**src/rtl/sd_cmd_pkg.sv**
```systemverilog
package sd_cmd_pkg;
  localparam int ADDR_W = 2;
  localparam int STAT_W = 13;
  localparam int IDX_W  = 8;

  localparam logic [ADDR_W-1:0] ADDR_CTRL = 2'd0;
  localparam logic [ADDR_W-1:0] ADDR_ARG  = 2'd1;
  localparam logic [ADDR_W-1:0] ADDR_STAT = 2'd2;
  localparam logic [ADDR_W-1:0] ADDR_MASK = 2'd3;

  localparam int BIT_START = 8;
  localparam int BIT_WAIT  = 9;
  localparam int BIT_LONG  = 10;
  localparam int ST_RSPFIN = 9;
  localparam int ST_TOUT   = 10;
  localparam int ST_SENT   = 11;
  localparam logic [STAT_W-1:0] W1C_MASK = 13'h1e00;

  typedef enum logic {S_IDLE, S_WAIT} cmdState_t;

  typedef struct packed {
    logic             ctrlWr;
    logic             startCmd;
    logic             capByte;
    logic [IDX_W-1:0] byteIdx;
    logic             finOk;
    logic             finTout;
  } cmdStrobe_t;
endpackage

```
**src/rtl/sd_cmd_ctrl.sv**
```systemverilog
module sd_cmd_ctrl
  import sd_cmd_pkg::*;
#(
  parameter int LONG_BYTES  = 16,
  parameter int SHORT_BYTES = 6
) (
  input  logic              clk,
  input  logic              rstN,
  input  logic              wrEn,
  input  logic [ADDR_W-1:0] wrAddr,
  input  logic [31:0]       wrData,
  input  logic              rxValid,
  input  logic              rxEnd,
  input  logic              cardNoRsp,
  output logic              cardReq,
  output logic              busy,
  output cmdStrobe_t        strobe
);
  localparam int CNT_W = $clog2(LONG_BYTES + 2);
  localparam logic [CNT_W-1:0] CNT_SAT   = CNT_W'(LONG_BYTES + 1);
  localparam logic [CNT_W-1:0] LEN_LONG  = CNT_W'(LONG_BYTES);
  localparam logic [CNT_W-1:0] LEN_SHORT = CNT_W'(SHORT_BYTES);

  cmdState_t       state;
  logic [CNT_W-1:0] byteCnt;
  logic             expLong;
  logic             endEvt;

  always_comb begin
    strobe          = '0;
    strobe.ctrlWr   = wrEn && (wrAddr == ADDR_CTRL) && (state == S_IDLE);
    strobe.startCmd = strobe.ctrlWr && wrData[BIT_START];
    strobe.capByte  = (state == S_WAIT) && rxValid && (byteCnt < LEN_LONG);
    strobe.byteIdx  = IDX_W'(byteCnt);
    endEvt          = (state == S_WAIT) && rxEnd;
    if (endEvt) begin
      if (!cardNoRsp && byteCnt == (expLong ? LEN_LONG : LEN_SHORT))
        strobe.finOk = 1'b1;
      else
        strobe.finTout = 1'b1;
    end
  end

  assign busy = (state == S_WAIT);

  always_ff @(posedge clk) begin
    if (!rstN) begin
      state   <= S_IDLE;
      byteCnt <= '0;
      expLong <= 1'b0;
      cardReq <= 1'b0;
    end else begin
      cardReq <= strobe.startCmd;
      if (strobe.startCmd) begin
        byteCnt <= '0;
        expLong <= wrData[BIT_LONG];
        state   <= wrData[BIT_WAIT] ? S_WAIT : S_IDLE;
      end else if (endEvt) begin
        state <= S_IDLE;
      end else if (state == S_WAIT && rxValid && byteCnt != CNT_SAT) begin
        byteCnt <= byteCnt + 1'b1;
      end
    end
  end

  // the card request is a single-cycle pulse
  p_req_pulse_r1: assert property (@(posedge clk) disable iff (!rstN)
    cardReq |=> !cardReq);
  // a command ends in exactly one of completion or timeout
  p_fin_exclusive_r6: assert property (@(posedge clk) disable iff (!rstN)
    !(strobe.finOk && strobe.finTout));
  // a control write while waiting leaves the pending command in place
  p_busy_ignore_r9: assert property (@(posedge clk) disable iff (!rstN)
    (busy && wrEn && wrAddr == ADDR_CTRL && !rxEnd) |=> (busy && !cardReq));
  // busy drops right after the end strobe
  p_end_idle_r6: assert property (@(posedge clk) disable iff (!rstN)
    (busy && rxEnd) |=> !busy);
endmodule

```
**src/rtl/sd_cmd_datapath.sv**
```systemverilog
module sd_cmd_datapath
  import sd_cmd_pkg::*;
#(
  parameter int LONG_BYTES = 16
) (
  input  logic                     clk,
  input  logic                     rstN,
  input  logic                     wrEn,
  input  logic [ADDR_W-1:0]        wrAddr,
  input  logic [31:0]              wrData,
  input  logic [7:0]               rxByte,
  input  cmdStrobe_t               strobe,
  output logic [5:0]               cardIdx,
  output logic [31:0]              cardArg,
  output logic [LONG_BYTES*8-1:0]  rspWords,
  output logic [STAT_W-1:0]        cmdStatus,
  output logic                     irq
);
  localparam int NUM_WORDS = LONG_BYTES / 4;

  logic [12:0]       ctrlReg;
  logic [31:0]       argReg;
  logic [2:0]        maskReg;
  logic [STAT_W-1:0] statReg;
  logic [STAT_W-1:0] statNext;
  logic [31:0]       rspReg [NUM_WORDS];

  always_ff @(posedge clk) begin
    if (!rstN) begin
      ctrlReg <= '0;
      argReg  <= '0;
      maskReg <= '0;
    end else begin
      if (strobe.ctrlWr) ctrlReg <= wrData[12:0];
      if (wrEn && wrAddr == ADDR_ARG) argReg <= wrData;
      if (wrEn && wrAddr == ADDR_MASK) maskReg <= wrData[2:0];
    end
  end

  always_comb begin
    statNext = statReg;
    if (wrEn && wrAddr == ADDR_STAT)
      statNext = statNext & ~(wrData[STAT_W-1:0] & W1C_MASK);
    if (strobe.startCmd)
      statNext = {1'b0, 1'b1, statNext[ST_TOUT:ST_RSPFIN], 3'b000, wrData[5:0]};
    if (strobe.finOk)   statNext[ST_RSPFIN] = 1'b1;
    if (strobe.finTout) statNext[ST_TOUT]   = 1'b1;
  end

  always_ff @(posedge clk) begin
    if (!rstN) statReg <= '0;
    else       statReg <= statNext;
  end

  for (genvar w = 0; w < NUM_WORDS; w++) begin : g_rsp
    always_ff @(posedge clk) begin
      if (!rstN || strobe.startCmd) begin
        rspReg[w] <= '0;
      end else if (strobe.capByte && (strobe.byteIdx >> 2) == IDX_W'(w)) begin
        rspReg[w] <= rspReg[w] |
          ({24'd0, rxByte} << (5'(3 - int'(strobe.byteIdx[1:0])) * 5'd8));
      end
    end
    assign rspWords[w*32 +: 32] = rspReg[w];
  end

  assign cardIdx   = ctrlReg[5:0];
  assign cardArg   = argReg;
  assign cmdStatus = statReg;
  assign irq = (maskReg[0] & statReg[ST_SENT]) | (maskReg[1] & statReg[ST_RSPFIN]) |
               (maskReg[2] & statReg[ST_TOUT]);

  // a start echoes the index and flags the command as sent
  p_start_loads_r2: assert property (@(posedge clk) disable iff (!rstN)
    strobe.startCmd |=> (statReg[ST_SENT] && statReg[5:0] == cardIdx && statReg[8:6] == 3'b0));
  // response words are cleared by a start
  p_rsp_cleared_r3: assert property (@(posedge clk) disable iff (!rstN)
    strobe.startCmd |=> (rspWords == '0));
  // a status write clears bit 9 unless a completion coincides
  p_w1c_r7: assert property (@(posedge clk) disable iff (!rstN)
    (wrEn && wrAddr == ADDR_STAT && wrData[ST_RSPFIN] && !strobe.finOk) |=> !statReg[ST_RSPFIN]);
  // the interrupt only rises after an event or an enable write
  p_irq_rise_r8: assert property (@(posedge clk) disable iff (!rstN)
    $rose(irq) |-> $past(strobe.startCmd || strobe.finOk || strobe.finTout ||
                         (wrEn && wrAddr == ADDR_MASK)));
endmodule

```
**src/rtl/sd_cmd_host.sv**
```systemverilog
module sd_cmd_host
  import sd_cmd_pkg::*;
#(
  parameter int LONG_BYTES  = 16,
  parameter int SHORT_BYTES = 6
) (
  input  logic                    clk,
  input  logic                    rstN,
  input  logic                    wrEn,
  input  logic [1:0]              wrAddr,
  input  logic [31:0]             wrData,
  output logic                    cardReq,
  output logic [5:0]              cardIdx,
  output logic [31:0]             cardArg,
  input  logic                    rxValid,
  input  logic [7:0]              rxByte,
  input  logic                    rxEnd,
  input  logic                    cardNoRsp,
  output logic                    busy,
  output logic [LONG_BYTES*8-1:0] rspWords,
  output logic [12:0]             cmdStatus,
  output logic                    irq
);
  cmdStrobe_t strobe;

  sd_cmd_ctrl #(.LONG_BYTES(LONG_BYTES), .SHORT_BYTES(SHORT_BYTES)) u_ctrl (
    .clk(clk), .rstN(rstN), .wrEn(wrEn), .wrAddr(wrAddr), .wrData(wrData),
    .rxValid(rxValid), .rxEnd(rxEnd), .cardNoRsp(cardNoRsp),
    .cardReq(cardReq), .busy(busy), .strobe(strobe));

  sd_cmd_datapath #(.LONG_BYTES(LONG_BYTES)) u_dp (
    .clk(clk), .rstN(rstN), .wrEn(wrEn), .wrAddr(wrAddr), .wrData(wrData),
    .rxByte(rxByte), .strobe(strobe), .cardIdx(cardIdx), .cardArg(cardArg),
    .rspWords(rspWords), .cmdStatus(cmdStatus), .irq(irq));
endmodule

```
**config.mk**
```make
export PLATFORM = sky130hd
export DESIGN_NAME = sd_cmd_host
export DESIGN_NICKNAME = d
export VERILOG_FILES = /design/src/rtl/sd_cmd_pkg.sv /design/src/rtl/sd_cmd_ctrl.sv /design/src/rtl/sd_cmd_datapath.sv /design/src/rtl/sd_cmd_host.sv
export SDC_FILE = /design/constraint.sdc
export NUM_CORES = 1
export LEC_CHECK = 0
export ABC_CLOCK_PERIOD_IN_PS = 11300
export BUFFER_PORTS_ARGS = -buffer_cell sky130_fd_sc_hd__clkbuf_2
export CORE_ASPECT_RATIO = 1.25
export CORE_UTILIZATION = 40
export DETAILED_ROUTE_END_ITERATION = 6
export PLACE_DENSITY = 0.74
export SETUP_SLACK_MARGIN = 0.05
export SYNTH_ARGS = -nofsm -noshare
export SYNTH_HDL_FRONTEND = slang
export SYNTH_SLANG_ARGS = --single-unit
export TNS_END_PERCENT = 10
```
**constraint.sdc**
```tcl
create_clock -name clk -period 11.3 [get_ports clk]
set_clock_uncertainty 0.2 [all_clocks]
set_input_delay 1.695 -clock clk [delete_from_list [all_inputs] [get_ports clk]]
set_output_delay 1.695 -clock clk [all_outputs]
set_load 0.05 [all_outputs]
```
==> summary.txt <==
Core ar.: 18300 µm²
post-route cell area: 9480 µm²
critical path's largest stage delay: 0.86 ns
share of the yosys chip area belonging to registers: 0.665
failing checks: DRC
Post-synth top flop: edfxtp_1
Reg clk slew, reported paths: 0.06 ns
Arrival @ worst endpoint: 3.79 ns
Max Slew Vio Count: 0
post-CTS sizing: 0
Vias: 5858
reg2reg start: u_ctrl.busy$_SDFFE_PN0P_
final worst-path cycle share: 0.357
Cells after Synth: 663
Synth top cells by count: edfxtp_1, a21oi_1, nand2_1
count of final setup violators: 0
crit path capture: u_dp.rspReg[2][7]$_SDFFCE_PN0P_
I/O Buffers: 226
P_sw: 0.000440 W
vias in the first global route: 5567
first-pass GRT wire length: 30700 µm
share of power burned in registers: 0.497
post-synth cell types: 40
IO Pins: 230
Post-Synthesis Cell Area: 7560 µm²
Routed Antenna Nets: 0
number of synthesized flops with an enable pin: 128
row cnt: 55
Min-Delay Path Class: reg -> reg
Syn Area/Cell: 11.4 µm²
post-route setup TNS: 0 ns
Crit Path Category: in -> reg
Worst-Margin Slew: 1.12 ns
nets: 921
leakage power: 3.83 nW
Setup crit start: wrEn
postcts setup bufs: 0
Die Area: 19500 µm²
part of the power in the clock network: 0.377
Synth area leader: edfxtp_1
# Max-Cap Violations: 0
Slowest cell on crit path: a21oi_1
Worst R2R End: u_dp.rspReg[2][7]$_SDFFCE_PN0P_
FMAX: 0.248 GHz
Async S/R FF share, synth: 0
n_diodes: 0
RSZ-0062 raised after global routing: no
Required @ worst endpoint: 11.06 ns
synthesis-to-finish area growth: 25.4%
min Tclk post-route: 4.03 ns
final wirelength: 19800 µm
pin count of the biggest net entering global routing: 47
antenna violations before repair: 0
switch share: 0.281
Tot GR Track Use: 0.206
share of the synthesized area in the top cell type: 0.509
Routed wire per std cell: 17.8 µm
Die Y: 156 µm
Die X: 125 µm
cells on worst reg2reg path: 4
filler instances: 1654
status: complete, but fails checks
clock latency on the worst-skew pair: 0.43 ns
area post-placement: 8900 µm²
worst-path fanout max: 32
grt ovf: 0
post-detail-place hpwl: 13500 µm
synth warn: 0
routability cong.: 0.754
Worst Setup End Kind: flop
dpl ws: 6.76 ns
Worst setup SP type: input port
Root Buffer: clkbuf_16
Starting Density: 0.413
Slew HR: 0.256
clock sinks: 187
PD cells: 165 nW/µm²
Synth Register Bits: 187
count leader, synth: edfxtp_1
proportion of layout cells with a drive suffix above 1: 0.312
r2r setup slk: 8.10 ns
CTS H-tree lvls: 4
Worst VDD drop: 0.0000850 V
Max clock buf depth: 2
Initial DRC Count: 456
Hold Buf Count CTS: 0
Post-route DRC: 36
Final Hold Fails: 0
TritonCTS clock tree: yes
internal power: 0.00112 W
1st-pass router iterations: 7
total CTS buffers: 17
vias per std cell: 5.27
combinational power share: 0.126
Final WS setup: 7.27 ns
largest cells by area after synthesis: edfxtp_1, dfxtp_1, a21oi_1
worst-path cell chain: clkbuf_2, nor4b_2, buf_4, a21oi_1, nand2_2
-- layout by cell type (no fill, tap or decap), types with 2 or more instances in the layout --
cell type | synthesis | layout
a22o_1 | 5 | 5
and3b_1 | 3 | 3
nand3_1 | 6 | 6
conb_1 | 1 | 3
nand3b_1 | 3 | 3
o21ai_0 | 9 | 7
and2_1 | 24 | 24
clkbuf_2 | 0 | 226
nor4bb_1 | 3 | 3
clkinvlp_2 | 0 | 2
o21a_1 | 64 | 64
dfxtp_1 | 59 | 59
nor2b_2 | 0 | 2
bufinv_16 | 0 | 2
o2111ai_4 | 0 | 2
o21ai_4 | 0 | 2
edfxtp_1 | 128 | 128
nand2_1 | 87 | 86
ha_1 | 2 | 2
clkbuf_16 | 0 | 17
or3_1 | 5 | 5
inv_1 | 4 | 4
buf_4 | 3 | 9
and3_1 | 10 | 10
inv_6 | 0 | 3
a21oi_1 | 96 | 96
nor2_1 | 85 | 85
clkbuf_1 | 28 | 2
mux2i_1 | 3 | 3
clkinv_4 | 0 | 2
a2111oi_4 | 1 | 2
-- power by group through the flow --
stage	registers [W]	logic (W)	clock network [W]
2_1_floorplan	0.000896	0.0000373	0
3_3_place_gp	0.000792	0.000197	0
3_5_place_dp	0.000793	0.000198	0
4_1_cts	0.000778	0.000198	0.000599
5_1_grt	0.000782	0.000205	0.000627
6_report	0.000778	0.000197	0.000590
-- area by class of cell --
cell class | instances | area [µm²] | share of cell area
clock inverters | 13 | 141 | 0.0149
inverters | 4 | 15.0 | 0.00158
flip-flops and latches | 187 | 5020 | 0.530
multi-input cells | 426 | 2380 | 0.251
clock buffers | 19 | 433 | 0.0457
well taps | 228 | 285 | 0.0301
repair buffers | 235 | 1200 | 0.126
-- worst min path at each step --
stage	endpoint	cells past startpoint	startpoint
2_1_floorplan	u_dp.maskReg[1]$_SDFFE_PN0P_	2	u_dp.maskReg[1]$_SDFFE_PN0P_
3_3_place_gp	u_dp.cardArg[30]$_SDFFE_PN0P_	2	u_dp.cardArg[30]$_SDFFE_PN0P_
3_5_place_dp	u_dp.ctrlReg[3]$_SDFFE_PN0P_	2	u_dp.ctrlReg[3]$_SDFFE_PN0P_
4_1_cts	u_dp.cardArg[5]$_SDFFE_PN0P_	2	u_dp.cardArg[5]$_SDFFE_PN0P_
5_1_grt	u_dp.ctrlReg[0]$_SDFFE_PN0P_	2	u_dp.ctrlReg[0]$_SDFFE_PN0P_
6_report	u_dp.ctrlReg[4]$_SDFFE_PN0P_	2	u_dp.ctrlReg[4]$_SDFFE_PN0P_
-- critical path: cells and delay by family --
kind,cells,cell delay (ns)
AND/OR/NAND/NOR,2,0.90
buffers and inverters,2,0.32
AO/OA/AOI/OAI,1,0.86
-- per-stage QoR --
step / utilization / instances / power, W / hold WS (ns)
after global placement: 0.486 / 1080 / 0.000989 / 0.242
after detailed placement: 0.486 / 1080 / 0.000991 / 0.247
final: 0.518 / 1112 / 0.00156 / 0.256
after floorplan: - / 665 / 0.000934 / 0.263
after CTS: 0.518 / 1112 / 0.00158 / 0.258
after global routing: 0.518 / 1112 / 0.00161 / 0.271
-- cells by family (layout without fill, tap and decap cells) --
| group | after synthesis | after routing | synth area share |
|---|---|---|---|
| simple gates | 234 | 234 | 0.142 |
| flops | 187 | 187 | 0.665 |
| compound gates | 184 | 184 | 0.155 |
| buf+inv | 52 | 271 | 0.0308 |
| mux | 3 | 3 | 0.00397 |
| fa+ha+maj | 2 | 2 | 0.00331 |
| other cells | 1 | 3 | 0.000496 |
-- registers in the layout (all words and copies together), names as in the netlist --
signal / cells
u_ctrl.expLong: 1
u_ctrl.byteCnt: 5
u_dp.rspReg: 128
u_dp.ctrlReg: 6
u_dp.maskReg: 3
u_ctrl.busy: 1
u_dp.cardArg: 32
u_ctrl.cardReq: 1
u_dp.cmdStatus: 10
-- layer usage --
metal | vias to the layer above | global-route usage | wire length [µm]
met3 | 16 | 0.0706 | 1830
met2 | 248 | 0.350 | 9760
met5 | - | 0 | 0
li1 | 2765 | - | -
met4 | 0 | 0.0627 | 248
met1 | 2829 | 0.249 | 7970
(Power assumes the default switching activity.)
